## config.mk

```make
export PLATFORM = sky130hd
export DESIGN_NAME = i2c_slv_status_ctrl
export DESIGN_NICKNAME = d
export VERILOG_FILES = /design/src/rtl/i2c_slv_status_pkg.sv /design/src/rtl/slv_addr_cmp.sv /design/src/rtl/slv_rx_hold.sv /design/src/rtl/slv_tx_hold.sv /design/src/rtl/slv_irq_flags.sv /design/src/rtl/i2c_slv_status_ctrl.sv
export SDC_FILE = /design/constraint.sdc
export NUM_CORES = 1
export LEC_CHECK = 0
export CORE_MARGIN = 2
export CORE_UTILIZATION = 38
export DETAILED_ROUTE_END_ITERATION = 7
export PLACE_DENSITY = 0.82
export REMOVE_ABC_BUFFERS = 1
export SLEW_MARGIN = 5
export SYNTH_ARGS = -nofsm -noshare
export SYNTH_HDL_FRONTEND = slang
export SYNTH_SLANG_ARGS = --single-unit
```

## constraint.sdc

```tcl
create_clock -name clk -period 1.6 [get_ports clk]
set_input_delay 0.24 -clock clk [delete_from_list [all_inputs] [get_ports clk]]
set_output_delay 0.24 -clock clk [all_outputs]
set_load 0.01 [all_outputs]
```

## src/rtl/i2c_slv_status_pkg.sv

```systemverilog
package i2c_slv_status_pkg;

   localparam int STAT_W = 8;

   localparam int SB_RXIF  = 7;
   localparam int SB_TXIF  = 6;
   localparam int SB_MATCH = 5;
   localparam int SB_SRW   = 4;
   localparam int SB_RXAK  = 3;
   localparam int SB_CRCBF = 2;
   localparam int SB_TXBE  = 1;
   localparam int SB_RXBF  = 0;

   localparam logic [STAT_W-1:0] STAT_RESET = 8'h0A;

   typedef enum logic [1:0] {
      KIND_RX_DATA = 2'd0,
      KIND_ADDR    = 2'd1,
      KIND_TX_DATA = 2'd2,
      KIND_NONE    = 2'd3
   } byte_kind_e;

   typedef enum logic [1:0] {
      SEL_STATUS = 2'd0,
      SEL_RXHOLD = 2'd1,
      SEL_TXHOLD = 2'd2,
      SEL_SPARE  = 2'd3
   } reg_sel_e;

endpackage

```

## src/rtl/slv_addr_cmp.sv

```systemverilog
module slv_addr_cmp #(
   parameter int DATA_W      = 8,
   parameter int ADDR_W      = 7,
   parameter bit EXT_SUPPORT = 1'b1
) (
   input  logic [ADDR_W-1:0] slave_addr,
   input  logic              ext_en,
   input  logic [DATA_W-1:0] byte_in,
   output logic              hit
);
   localparam int CALL_LSB = DATA_W - ADDR_W;

   if (ADDR_W != DATA_W - 1) begin : g_bad_width
      $error("slv_addr_cmp: ADDR_W must be DATA_W-1");
   end

   logic [ADDR_W-1:0] call_addr;
   logic              exact_hit;

   assign call_addr = byte_in[DATA_W-1:CALL_LSB];
   assign exact_hit = (call_addr == slave_addr);

   if (EXT_SUPPORT) begin : g_ext
      logic pair_hit;
      assign pair_hit = (call_addr[ADDR_W-1:1] == slave_addr[ADDR_W-1:1]);
      assign hit      = ext_en ? pair_hit : exact_hit;
   end else begin : g_exact
      logic unused_ext;
      assign unused_ext = ext_en;
      assign hit        = exact_hit;
   end

endmodule

```

## src/rtl/slv_rx_hold.sv

```systemverilog
module slv_rx_hold #(
   parameter int DATA_W = 8
) (
   input  logic              clk,
   input  logic              rst_n,
   input  logic              load_req,
   input  logic [DATA_W-1:0] load_data,
   input  logic              rd_clr,
   output logic [DATA_W-1:0] data_o,
   output logic              full_o,
   output logic              load_ok_o
);
   if (DATA_W < 1) begin : g_bad_width
      $error("slv_rx_hold: DATA_W must be positive");
   end

   logic [DATA_W-1:0] data_q;
   logic              full_q;
   logic              load_ok;

   assign load_ok = load_req && !full_q;

   always_ff @(posedge clk or negedge rst_n) begin
      if (!rst_n) begin
         data_q <= '0;
         full_q <= 1'b0;
      end else begin
         if (load_ok) data_q <= load_data;
         full_q <= load_ok || (full_q && !rd_clr);
      end
   end

   assign data_o    = data_q;
   assign full_o    = full_q;
   assign load_ok_o = load_ok;

   AST_RX_HELD: assert property (@(posedge clk) disable iff (!rst_n)
      full_q |=> $stable(data_q));
   AST_RX_TAKEN: assert property (@(posedge clk) disable iff (!rst_n)
      (load_req && !full_q) |=> (full_q && data_q == $past(load_data)));

endmodule

```

## src/rtl/slv_tx_hold.sv

```systemverilog
module slv_tx_hold #(
   parameter int DATA_W = 8
) (
   input  logic              clk,
   input  logic              rst_n,
   input  logic              cpu_load,
   input  logic [DATA_W-1:0] cpu_data,
   input  logic              xfer,
   output logic [DATA_W-1:0] data_o,
   output logic              empty_o
);
   if (DATA_W < 1) begin : g_bad_width
      $error("slv_tx_hold: DATA_W must be positive");
   end

   logic [DATA_W-1:0] data_q;
   logic              empty_q;

   always_ff @(posedge clk or negedge rst_n) begin
      if (!rst_n) begin
         data_q  <= '0;
         empty_q <= 1'b1;
      end else begin
         if (cpu_load) data_q <= cpu_data;
         if (xfer)          empty_q <= 1'b1;
         else if (cpu_load) empty_q <= 1'b0;
      end
   end

   assign data_o  = data_q;
   assign empty_o = empty_q;

   AST_TXBE_AFTER_XFER: assert property (@(posedge clk) disable iff (!rst_n)
      xfer |=> empty_q);

endmodule

```

## src/rtl/slv_irq_flags.sv

```systemverilog
module slv_irq_flags (
   input  logic clk,
   input  logic rst_n,
   input  logic mod_en,
   input  logic irq_en,
   input  logic rx_set,
   input  logic tx_set,
   input  logic stat_wr,
   input  logic wr_rxif,
   input  logic wr_txif,
   output logic rxif_o,
   output logic txif_o,
   output logic irq_o
);
   logic rxif_q;
   logic txif_q;
   logic rxif_keep;
   logic txif_keep;

   assign rxif_keep = rxif_q && !(stat_wr && !wr_rxif);
   assign txif_keep = txif_q && !(stat_wr && !wr_txif);

   always_ff @(posedge clk or negedge rst_n) begin
      if (!rst_n) begin
         rxif_q <= 1'b0;
         txif_q <= 1'b0;
      end else begin
         rxif_q <= mod_en && (rx_set || rxif_keep);
         txif_q <= mod_en && (tx_set || txif_keep);
      end
   end

   assign rxif_o = rxif_q;
   assign txif_o = txif_q;
   assign irq_o  = irq_en && (rxif_q || txif_q);

   AST_FLAGS_OFF: assert property (@(posedge clk) disable iff (!rst_n)
      !mod_en |=> (!rxif_q && !txif_q));
   AST_IRQ_GATED: assert property (@(posedge clk) disable iff (!rst_n)
      irq_o |-> irq_en);

endmodule

```

## src/rtl/i2c_slv_status_ctrl.sv

```systemverilog
module i2c_slv_status_ctrl
   import i2c_slv_status_pkg::*;
#(
   parameter int DATA_W      = 8,
   parameter int ADDR_W      = 7,
   parameter bit EXT_SUPPORT = 1'b1
) (
   input  logic              clk,
   input  logic              rst_n,
   input  logic              mod_en,
   input  logic              irq_en,
   input  logic              ext_addr_en,
   input  logic [ADDR_W-1:0] slave_addr,
   input  logic              ev_ninth,
   input  logic [1:0]        ev_kind,
   input  logic [DATA_W-1:0] rx_byte,
   input  logic              ev_tx_load,
   input  logic              rw_strobe,
   input  logic              rw_bit,
   input  logic              ack_strobe,
   input  logic              ack_bit,
   input  logic              crc_full_in,
   input  logic [1:0]        cpu_sel,
   input  logic              cpu_wr,
   input  logic              cpu_rd,
   input  logic [DATA_W-1:0] cpu_wdata,
   output logic [DATA_W-1:0] cpu_rdata,
   output logic [DATA_W-1:0] tx_data_out,
   output logic              irq
);
   if (DATA_W != STAT_W) begin : g_bad_data_w
      $error("i2c_slv_status_ctrl: DATA_W must equal the status width");
   end
   if (ADDR_W != DATA_W - 1) begin : g_bad_addr_w
      $error("i2c_slv_status_ctrl: ADDR_W must be DATA_W-1");
   end

   logic ninth_rx;
   logic ninth_addr;
   logic ninth_tx;
   logic addr_hit;
   logic addr_taken;
   logic rx_req;
   logic rx_load_ok;
   logic rx_full;
   logic tx_empty;
   logic rxif;
   logic txif;
   logic stat_wr;
   logic tx_wr;
   logic rx_rd;

   logic match_q;
   logic srw_q;
   logic rxak_q;
   logic crc_q;

   logic [DATA_W-1:0] rx_data;
   logic [DATA_W-1:0] tx_data;
   logic [STAT_W-1:0] status;

   assign ninth_rx   = ev_ninth && (ev_kind == KIND_RX_DATA);
   assign ninth_addr = ev_ninth && (ev_kind == KIND_ADDR);
   assign ninth_tx   = ev_ninth && (ev_kind == KIND_TX_DATA);
   assign addr_taken = ninth_addr && addr_hit;
   assign rx_req     = ninth_rx || addr_taken;

   assign stat_wr = cpu_wr && (cpu_sel == SEL_STATUS);
   assign tx_wr   = cpu_wr && (cpu_sel == SEL_TXHOLD);
   assign rx_rd   = cpu_rd && (cpu_sel == SEL_RXHOLD);

   slv_addr_cmp #(
      .DATA_W      (DATA_W),
      .ADDR_W      (ADDR_W),
      .EXT_SUPPORT (EXT_SUPPORT)
   ) u_addr_cmp (
      .slave_addr (slave_addr),
      .ext_en     (ext_addr_en),
      .byte_in    (rx_byte),
      .hit        (addr_hit)
   );

   slv_rx_hold #(.DATA_W(DATA_W)) u_rx_hold (
      .clk       (clk),
      .rst_n     (rst_n),
      .load_req  (rx_req),
      .load_data (rx_byte),
      .rd_clr    (rx_rd),
      .data_o    (rx_data),
      .full_o    (rx_full),
      .load_ok_o (rx_load_ok)
   );

   slv_tx_hold #(.DATA_W(DATA_W)) u_tx_hold (
      .clk      (clk),
      .rst_n    (rst_n),
      .cpu_load (tx_wr),
      .cpu_data (cpu_wdata),
      .xfer     (ev_tx_load),
      .data_o   (tx_data),
      .empty_o  (tx_empty)
   );

   slv_irq_flags u_irq_flags (
      .clk     (clk),
      .rst_n   (rst_n),
      .mod_en  (mod_en),
      .irq_en  (irq_en),
      .rx_set  (rx_load_ok),
      .tx_set  (ev_tx_load),
      .stat_wr (stat_wr),
      .wr_rxif (cpu_wdata[SB_RXIF]),
      .wr_txif (cpu_wdata[SB_TXIF]),
      .rxif_o  (rxif),
      .txif_o  (txif),
      .irq_o   (irq)
   );

   always_ff @(posedge clk or negedge rst_n) begin
      if (!rst_n) begin
         match_q <= STAT_RESET[SB_MATCH];
         srw_q   <= STAT_RESET[SB_SRW];
         rxak_q  <= STAT_RESET[SB_RXAK];
         crc_q   <= STAT_RESET[SB_CRCBF];
      end else begin
         if (addr_taken)    match_q <= 1'b1;
         else if (ninth_rx) match_q <= 1'b0;
         if (rw_strobe)  srw_q  <= rw_bit;
         if (ack_strobe) rxak_q <= ack_bit;
         crc_q <= crc_full_in;
      end
   end

   always_comb begin
      status           = '0;
      status[SB_RXIF]  = rxif;
      status[SB_TXIF]  = txif;
      status[SB_MATCH] = match_q;
      status[SB_SRW]   = srw_q;
      status[SB_RXAK]  = rxak_q;
      status[SB_CRCBF] = crc_q;
      status[SB_TXBE]  = tx_empty;
      status[SB_RXBF]  = rx_full;
   end

   always_comb begin
      case (cpu_sel)
         SEL_STATUS: cpu_rdata = status;
         SEL_RXHOLD: cpu_rdata = rx_data;
         SEL_TXHOLD: cpu_rdata = tx_data;
         default:    cpu_rdata = '0;
      endcase
   end

   assign tx_data_out = tx_data;

   AST_MATCH_TX_KEEP: assert property (@(posedge clk) disable iff (!rst_n)
      ninth_tx |=> $stable(match_q));
   AST_MATCH_SET: assert property (@(posedge clk) disable iff (!rst_n)
      addr_taken |=> match_q);
   AST_MATCH_CLR: assert property (@(posedge clk) disable iff (!rst_n)
      ninth_rx |=> !match_q);

endmodule

```

### Word-level counts from Yosys, hierarchy flattened

Cells that the tools add are included.

* equal/unequal tests: 5
* mux-type cells: 6
* reductions and logical operators: 30

Operators by type and width (count)
* one-hot mux 8 bit (3 select lines): 1
* logical AND 1 bit: 15
* equality test 7 bit: 1
* equality test 6 bit: 1
* logical NOT 1 bit: 6
* logical OR 1 bit: 5
* two-way mux 1 bit: 5
* equality test 2 x 1 -> 1 bit (second input constant): 2
* logical NOT 2 bit: 2
* nonzero test 2 bit: 2
* equality test 2 bit (second input constant): 1

* bits of input ports: 41
* register bits: 24

### Depth between registers and ports, before layout

Gate-level depths: netlist (run 1).

* depth in word-level cells: 7
* gate-level depth with buffers: 6
* mapped depth without buffers: 4

### Modules after synthesis

Synthesis (run 1) repeated with hierarchy kept, for this count alone.

* cells, all modules: 94
* area total of the unflattened synthesis: 1278.7 µm²

Modules (own cells, without submodules)
* slv_rx_hold: area each 374.1 µm², sequential area each 225.2 µm², cells an instance 21, instances 1
* slv_tx_hold: area each 369.1 µm², sequential area each 226.5 µm², cells an instance 20, instances 1
* i2c_slv_status_ctrl: area each 357.8 µm², sequential area each 101.3 µm², cells an instance 34, instances 1
* slv_irq_flags: area each 100.1 µm², sequential area each 50.0 µm², cells an instance 9, instances 1
* slv_addr_cmp: area each 77.6 µm², sequential area each 0.0 µm², cells an instance 10, instances 1

### Least setup slack after synthesis (run 1)

OpenSTA, ideal clock, no wires.

* path kind: register -> output
* from: register u_rx_hold.full_q (netlist: u_rx_hold.full_o)
* to: output cpu_rdata[0]
* buffers on the path: 1
* data arrival time: 1.104 ns
* slack: 0.256 ns
* required time: 1.360 ns
* cell stages (with the launch flop): 4
* cell sequence: dfrtp_1 clkbuf_1 mux2i_1 o21ai_0

* word-level cells in the longest chain between the ends: 1

RTL lines
* start, declared: line slv_rx_hold.sv:18 `logic full_q;`
* start signal, assigned: line slv_rx_hold.sv:29 `full_q <= load_ok || (full_q && !rd_clr);`
* one-hot mux 8 bit (3 select lines): line i2c_slv_status_ctrl.sv:147 `case (cpu_sel)`
* end, declared: line i2c_slv_status_ctrl.sv:27 `output logic [DATA_W-1:0] cpu_rdata,`

Every way passes these cells.

### Final worst setup path (run 1)

* from: input cpu_sel[1]
* to: output cpu_rdata[6]

* word-level cells in the longest chain between the ends: 2
* elaborated cells between the ends (all ways): 4
* those cells by class: 2 x eq/ne; 1 x mux; 1 x reduce/logical

RTL lines
* start, declared: line i2c_slv_status_ctrl.sv:23 `input logic [1:0] cpu_sel,`
* equality test 2 bit (tied with other cells): line i2c_slv_status_ctrl.sv:147
* one-hot mux 8 bit (3 select lines) (*): line i2c_slv_status_ctrl.sv:147

Mark *: on every way between the ends. The rest lies on a longest branch, timed or not.

==> reports/results.txt, run 1 <==
Outcome = complete, no violations
Endpoints failing hold = 0
Static Leakage = 0.974 nW
Delay-heaviest family, CP = buffers and inverters
Clock transition at path regs = 0.08 ns
Slew HR = 79.0%
Root Buffer = clkbuf_8
Initial antenna violation count = 0
Core area = 3910 um^2
Number of I/O port buffers = 57
Synthesis Warnings = 0
Remaining Overflow, GRT = 0
WP data required = 1.36 ns
Netlist cell types = 35
Nets@finish = 262
I/O Pins = 58
Number of global-route vias before repair = 1355
Fin crit share = 95.3%
CP Launch Type = primary input
Avg WL per Cell = 13.5 um
Worst skew pair latency = 0.26 ns
Mapped Area = 1520 um^2
Htree depth = 1
Max IR drop VDD = 0.305 mV
CP max FO = 8
Post-synthesis mux area share = 12.7%
Layout cells sized above 1 = 27.3%
Maximum clock rate = 656 MHz
XOR/XNOR share of the synthesized area = 4.03%
Synthesized netlist cell count = 146
Starting Density = 38.9%
Die area = 4530 um^2
Type of the worst min-delay path = in -> async
Yosys top cell by area = dfrtp_1
CTS tree = done
FP Rows = 23
WL final = 3650 um
Final Max Slew Viols = 0
Design Power = 1.74 mW
Tmin final = 1.53 ns
Sequential element share of the synthesized area = 39.6%
Worst Tran Pin Value = 0.314 ns
Count leader, synth = dfrtp_1
Number of synthesized flops with an enable pin = 0
Antenna diode count = 0
Top post-synthesis cells by area = dfrtp_1 36%, mux2_2 7.4%, o211ai_2 6.6%, mux2i_1 5.3%, o21a_1 4.9%
Post-synthesis simple-gate area fraction = 17.7%
Largest family of logic cells by synthesized area = compound AO/OA/AOI/OAI gates
Largest net degree at the start of global routing = 25
Estimated wirelength of the detail-placed design = 2920 um
FFs w/ async S/R, synth = 100%
CP endpoint kind = output pin
Setup violators final = 0
Pwr per Cell Area = 758 nW/um^2
GP Congestion = 0.747
Die height = 67.3 um
Slowest CP cell = clkdlybuf4s50_1
Routed vias = 1386
Antenna Nets Post-Route = 0
DRC violations left = 0
Share of the synthesized area in the top cell type = 36.2%
Flops & latches, synth = 24
Data arrival time of the critical path = 1.29 ns
WS Path Type = in -> out
First-pass GRT wire length = 6020 um
Post-synthesis average cell area = 10.4 um^2
Vias per cell = 5.13
Tot GR Track Use = 17.0%
Area grow syn2layout = 50.6%
Clk sinks = 24
# Post-CTS Setup Buffers = 0
Synth top cells by count = 22 x dfrtp_1, 19 x nand2_1, 10 x mux2_2, 10 x o21a_1
Layout Cells excl Fill = 270
Post-synthesis adder-cell area fraction = 0%
# placed instances = 266
Drt first pass iters = 4
CP bufs+invs = 3
Critical path, cell by cell = clkdlybuf4s50_1 -> nor2b_2 -> buf_6 -> nand2_1 -> o21ai_0 -> buf_2
Ys flop type = dfrtp_1
Clock buffer depth = 2
Worst path max stage delay = 0.47 ns
Setup Skew = 0.00263 ns
Num CTS Buffers = 3
Maxcap violations = 0
DRT iter0 DRCs = 73
Chip width = 67.3 um
Synth Area in Compound Gates = 21.4%
[power by group]
group	leakage (nW)	internal, mW	switching (mW)
clock network	0.0288	0.220	0.188
logic	0.684	0.358	0.260
registers	0.261	0.670	0.0433
[final timing paths]
kind	end	startpoint	cells past startpoint	slack, ns
hold / removal	u_tx_hold.data_o[7]$_DFFE_PN0P_	rst_n	2	0.33
setup / recovery	cpu_rdata[6]	cpu_sel[1]	6	0.07
setup reg to reg	u_rx_hold.data_o[1]$_DFFE_PN0P_	u_rx_hold.full_o$_DFF_PN0_	5	0.40
hold reg to reg	match_q$_DFFE_PN0P_	match_q$_DFFE_PN0P_	2	0.48
min in group clk	crc_q$_DFF_PN0_	crc_full_in	1	0.44
max in group asynchronous	rxak_q$_DFFE_PN1P_	rst_n	2	0.98
[layout by cell type (no fill, tap or decap)]
cell type	instances
or3b_1	1
nor3b_2	1
a21oi_1	1
mux2_2	10
clkdlybuf4s50_1	47
xor2_1	3
mux2i_1	8
and2_4	1
nor2b_2	1
o21a_1	10
nand3b_2	1
inv_1	1
nor3_4	1
o211ai_2	8
dlymetal6s2s_1	1
a22oi_1	8
nand2b_1	1
buf_4	19
buf_2	8
o21ai_0	9
dlygate4sd2_1	1
nand2_1	19
buf_6	2
o31a_1	2
a31oi_1	1
a21o_1	1
dfstp_2	2
clkbuf_8	4
nor2b_1	8
buf_12	1
nor2_1	1
and4b_4	1
nor3_1	1
dfrtp_1	22
xnor2_1	4
nand3_1	1
o211a_1	1
nand4_1	8
[worst register-to-register path: stages, from the launching register on]
cell and delay (ns):
dfrtp_1 0.37, buf_4 0.23, nor2b_1 0.10, a22oi_1 0.17
o21a_1 0.16, o211ai_2 0.07
[sequential cells by signal, summed over array words and instances (netlist names)]
name                cells
crc_q                   1
u_irq_flags.txif_o      1
u_irq_flags.rxif_o      1
u_tx_hold.data_o        8
u_rx_hold.data_o        8
match_q                 1
u_tx_hold.empty_o       1
u_rx_hold.full_o        1
srw_q                   1
rxak_q                  1
[cells by family after synthesis]
family,count (synthesis)
muxes,18
buffers and inverters,10
AOI/OAI and AO/OA,41
and+or+nand+nor,46
xor gates and xnor gates,7
DFF,24
[layer usage]
metal,wire [um],GRT usage [%],vias to the layer above,share of wire (%)
met4,34,3.83,0,0.93
li1,-,-,685,-
met2,1760,31.2,56,48
met3,255,1.83,4,7.0
met1,1600,21.3,641,44
met5,0,0,-,0
[metrics by stage]
stage	hold slack (ns)	setup WS, ns	area [um^2]	util, %	setup TNS, ns
2_1_floorplan	-0.0556	0.384	1460	-	0
3_3_place_gp	0.461	-0.388	2270	57.9	-4.66
3_5_place_dp	0.463	-0.419	2270	57.9	-5.04
4_1_cts	0.348	0.0168	2280	58.4	0
5_1_grt	0.369	-0.00411	2290	58.6	-0.00411
6_report	0.332	0.0749	2290	58.6	0
[area by class of cell]
| type | instances | area (um^2) |
|---|---|---|
| well taps | 50 | 62.6 |
| multi-input cells | 112 | 852 |
| flip-flops and latches | 24 | 603 |
| repair buffers | 79 | 717 |
| fillers | 348 | 1620 |
| clock buffers | 4 | 55.1 |
| inverters | 1 | 3.75 |
[timing repair]
item	in CTS	in global routing
hold endpoints to repair	0	0
gates resized for setup	34	3
hold buffers	0	0
setup endpoints to repair	8	9
Power figures use the tool's default switching activity.
==> run 2, diff against run 1 <==
--- a/config.mk
+++ b/config.mk
@@ -7,6 +7,7 @@
 export LEC_CHECK = 0
 export CORE_MARGIN = 2
 export CORE_UTILIZATION = 38
+export CTS_BUF_LIST = sky130_fd_sc_hd__clkbuf_16
 export DETAILED_ROUTE_END_ITERATION = 7
 export PLACE_DENSITY = 0.82
 export REMOVE_ABC_BUFFERS = 1
==> reports/results.txt, run 2 (synthesis results as in run 1) <==
Outcome = complete, no violations
Initial antenna violation count = 0
Number of global-route vias before repair = 1373
I/O Pins = 58
Clock buffer depth = 2
Estimated wirelength of the detail-placed design = 2920 um
Vias per cell = 5.20
Largest net degree at the start of global routing = 25
Die height = 67.3 um
Post-route cell area = 2320 um^2
Routed vias = 1405
GP Congestion = 0.747
Setup violators final = 0
Maximum clock rate = 655 MHz
Clk sinks = 24
Reg2reg path depth = 5
Commonest non-fill, non-tap cell in the layout = clkdlybuf4s50_1
Capture point of the worst path = cpu_rdata[6]
Remaining Overflow, GRT = 0
Fin worst setup slack = 0.0721 ns
Final Max Slew Viols = 0
WS Path Type = in -> out
First-pass GRT wire length = 6170 um
Die area = 4530 um^2
Layout cells sized above 1 = 26.8%
Drt first pass iters = 4
Start of the worst register-to-register path = u_rx_hold.full_o$_DFF_PN0_
Tmin final = 1.53 ns
CTS tree = done
WP data required = 1.36 ns
Reg2reg end = u_rx_hold.data_o[1]$_DFFE_PN0P_
Core area = 3910 um^2
FP Rows = 23
CP Launch Type = primary input
Clock transition at path regs = 0.06 ns
Max IR drop VDD = 0.389 mV
Setup slack on the worst flop-to-flop path = 0.39 ns
Setup Skew = 0.00152 ns
Tot GR Track Use = 17.7%
Root Buffer = clkbuf_16
Endpoints failing hold = 0
Avg WL per Cell = 13.9 um
Design Power = 1.88 mW
Worst Tran Pin Value = 0.324 ns
DRT iter0 DRCs = 69
Htree depth = 1
Starting Density = 38.9%
Static Leakage = 0.984 nW
Hold buffers post-CTS = 0
Pre-CTS setup slack = -0.419 ns
Chip width = 67.3 um
Number of I/O port buffers = 57
CP max FO = 8
DRC violations left = 0
Setup crit start = cpu_sel[1]
Placed inst area = 2270 um^2
Antenna diode count = 0
Layout Cells excl Fill = 270
Antenna Nets Post-Route = 0
Slew HR = 78.4%
Most frequent cells in the layout = 47 x clkdlybuf4s50_1, 22 x dfrtp_1, 19 x nand2_1, 19 x buf_4
Fin crit share = 95.5%
Num CTS Buffers = 3
# placed instances = 266
WL final = 3750 um
Type of the worst min-delay path = in -> async
Data arrival time of the critical path = 1.29 ns
Worst skew pair latency = 0.26 ns
CP endpoint kind = output pin
Maxcap violations = 0
Nets@finish = 262
Pwr per Cell Area = 811 nW/um^2
Post-Route Utilization = 59.2%
Area grow syn2layout = 52.2%
[run 2: cell count changes in the layout (fill, tap and decap cells not counted)]
cell,before,now
clkbuf_8,4,0
clkbuf_16,0,3
clkinv_1,0,1
[run 2: cell type report]
type	count	area, um^2
Clock inverter	1	3.75
Fill cell	346	1600
Sequential cell	24	603
Inverter	1	3.75
Tap cell	50	62.6
Clock buffer	3	75.1
Multi-Input combinational cell	112	852
Timing Repair Buffer	79	717
[run 2: worst min path at each step]
stage	to	slack (ns)	cells past startpoint
floorplan	crc_q$_DFF_PN0_	-0.06	0
global placement	match_q$_DFFE_PN0P_	0.46	2
detailed placement	match_q$_DFFE_PN0P_	0.46	2
CTS	u_tx_hold.data_o[0]$_DFFE_PN0P_	0.36	2
global route	u_tx_hold.data_o[3]$_DFFE_PN0P_	0.39	2
finish	u_tx_hold.data_o[5]$_DFFE_PN0P_	0.34	2
[run 2: worst max-delay path, cell delays in order]
cell and delay (ns):
clkdlybuf4s50_1 0.47, nor2b_2 0.15, buf_6 0.14, nand2_1 0.05, o21ai_0 0.07, buf_2 0.16
[run 2: report_power, final]
| part | internal (mW) | leakage, nW | switching, mW |
|---|---|---|---|
| sequential | 0.671 | 0.261 | 0.0431 |
| clock | 0.334 | 0.0385 | 0.208 |
| combinational | 0.358 | 0.684 | 0.264 |
| total | 1.36 | 0.984 | 0.515 |
[run 2: metal layers]
metal,wire [um],share of wire (%),GRT usage [%]
met3,255,6.8,3.00
met1,1630,43,21.3
met5,0,0,0
met4,58,1.5,6.12
met2,1800,48,31.7
[run 2: through the flow]
stage | hold slack [ns] | setup TNS [ns]
after global routing | 0.387 | -0.00411
after CTS | 0.362 | 0
after global placement | 0.461 | -4.66
final | 0.343 | 0
after detailed placement | 0.463 | -5.04
after floorplan | -0.0556 | 0
[run 2: what timing repair did]
item,4_1_cts,5_1_grt
endpoints found under the hold margin,0,0
cloned,0,0
resized for setup,34,3
buffers inserted,0,0
endpoints found under the setup margin,8,9
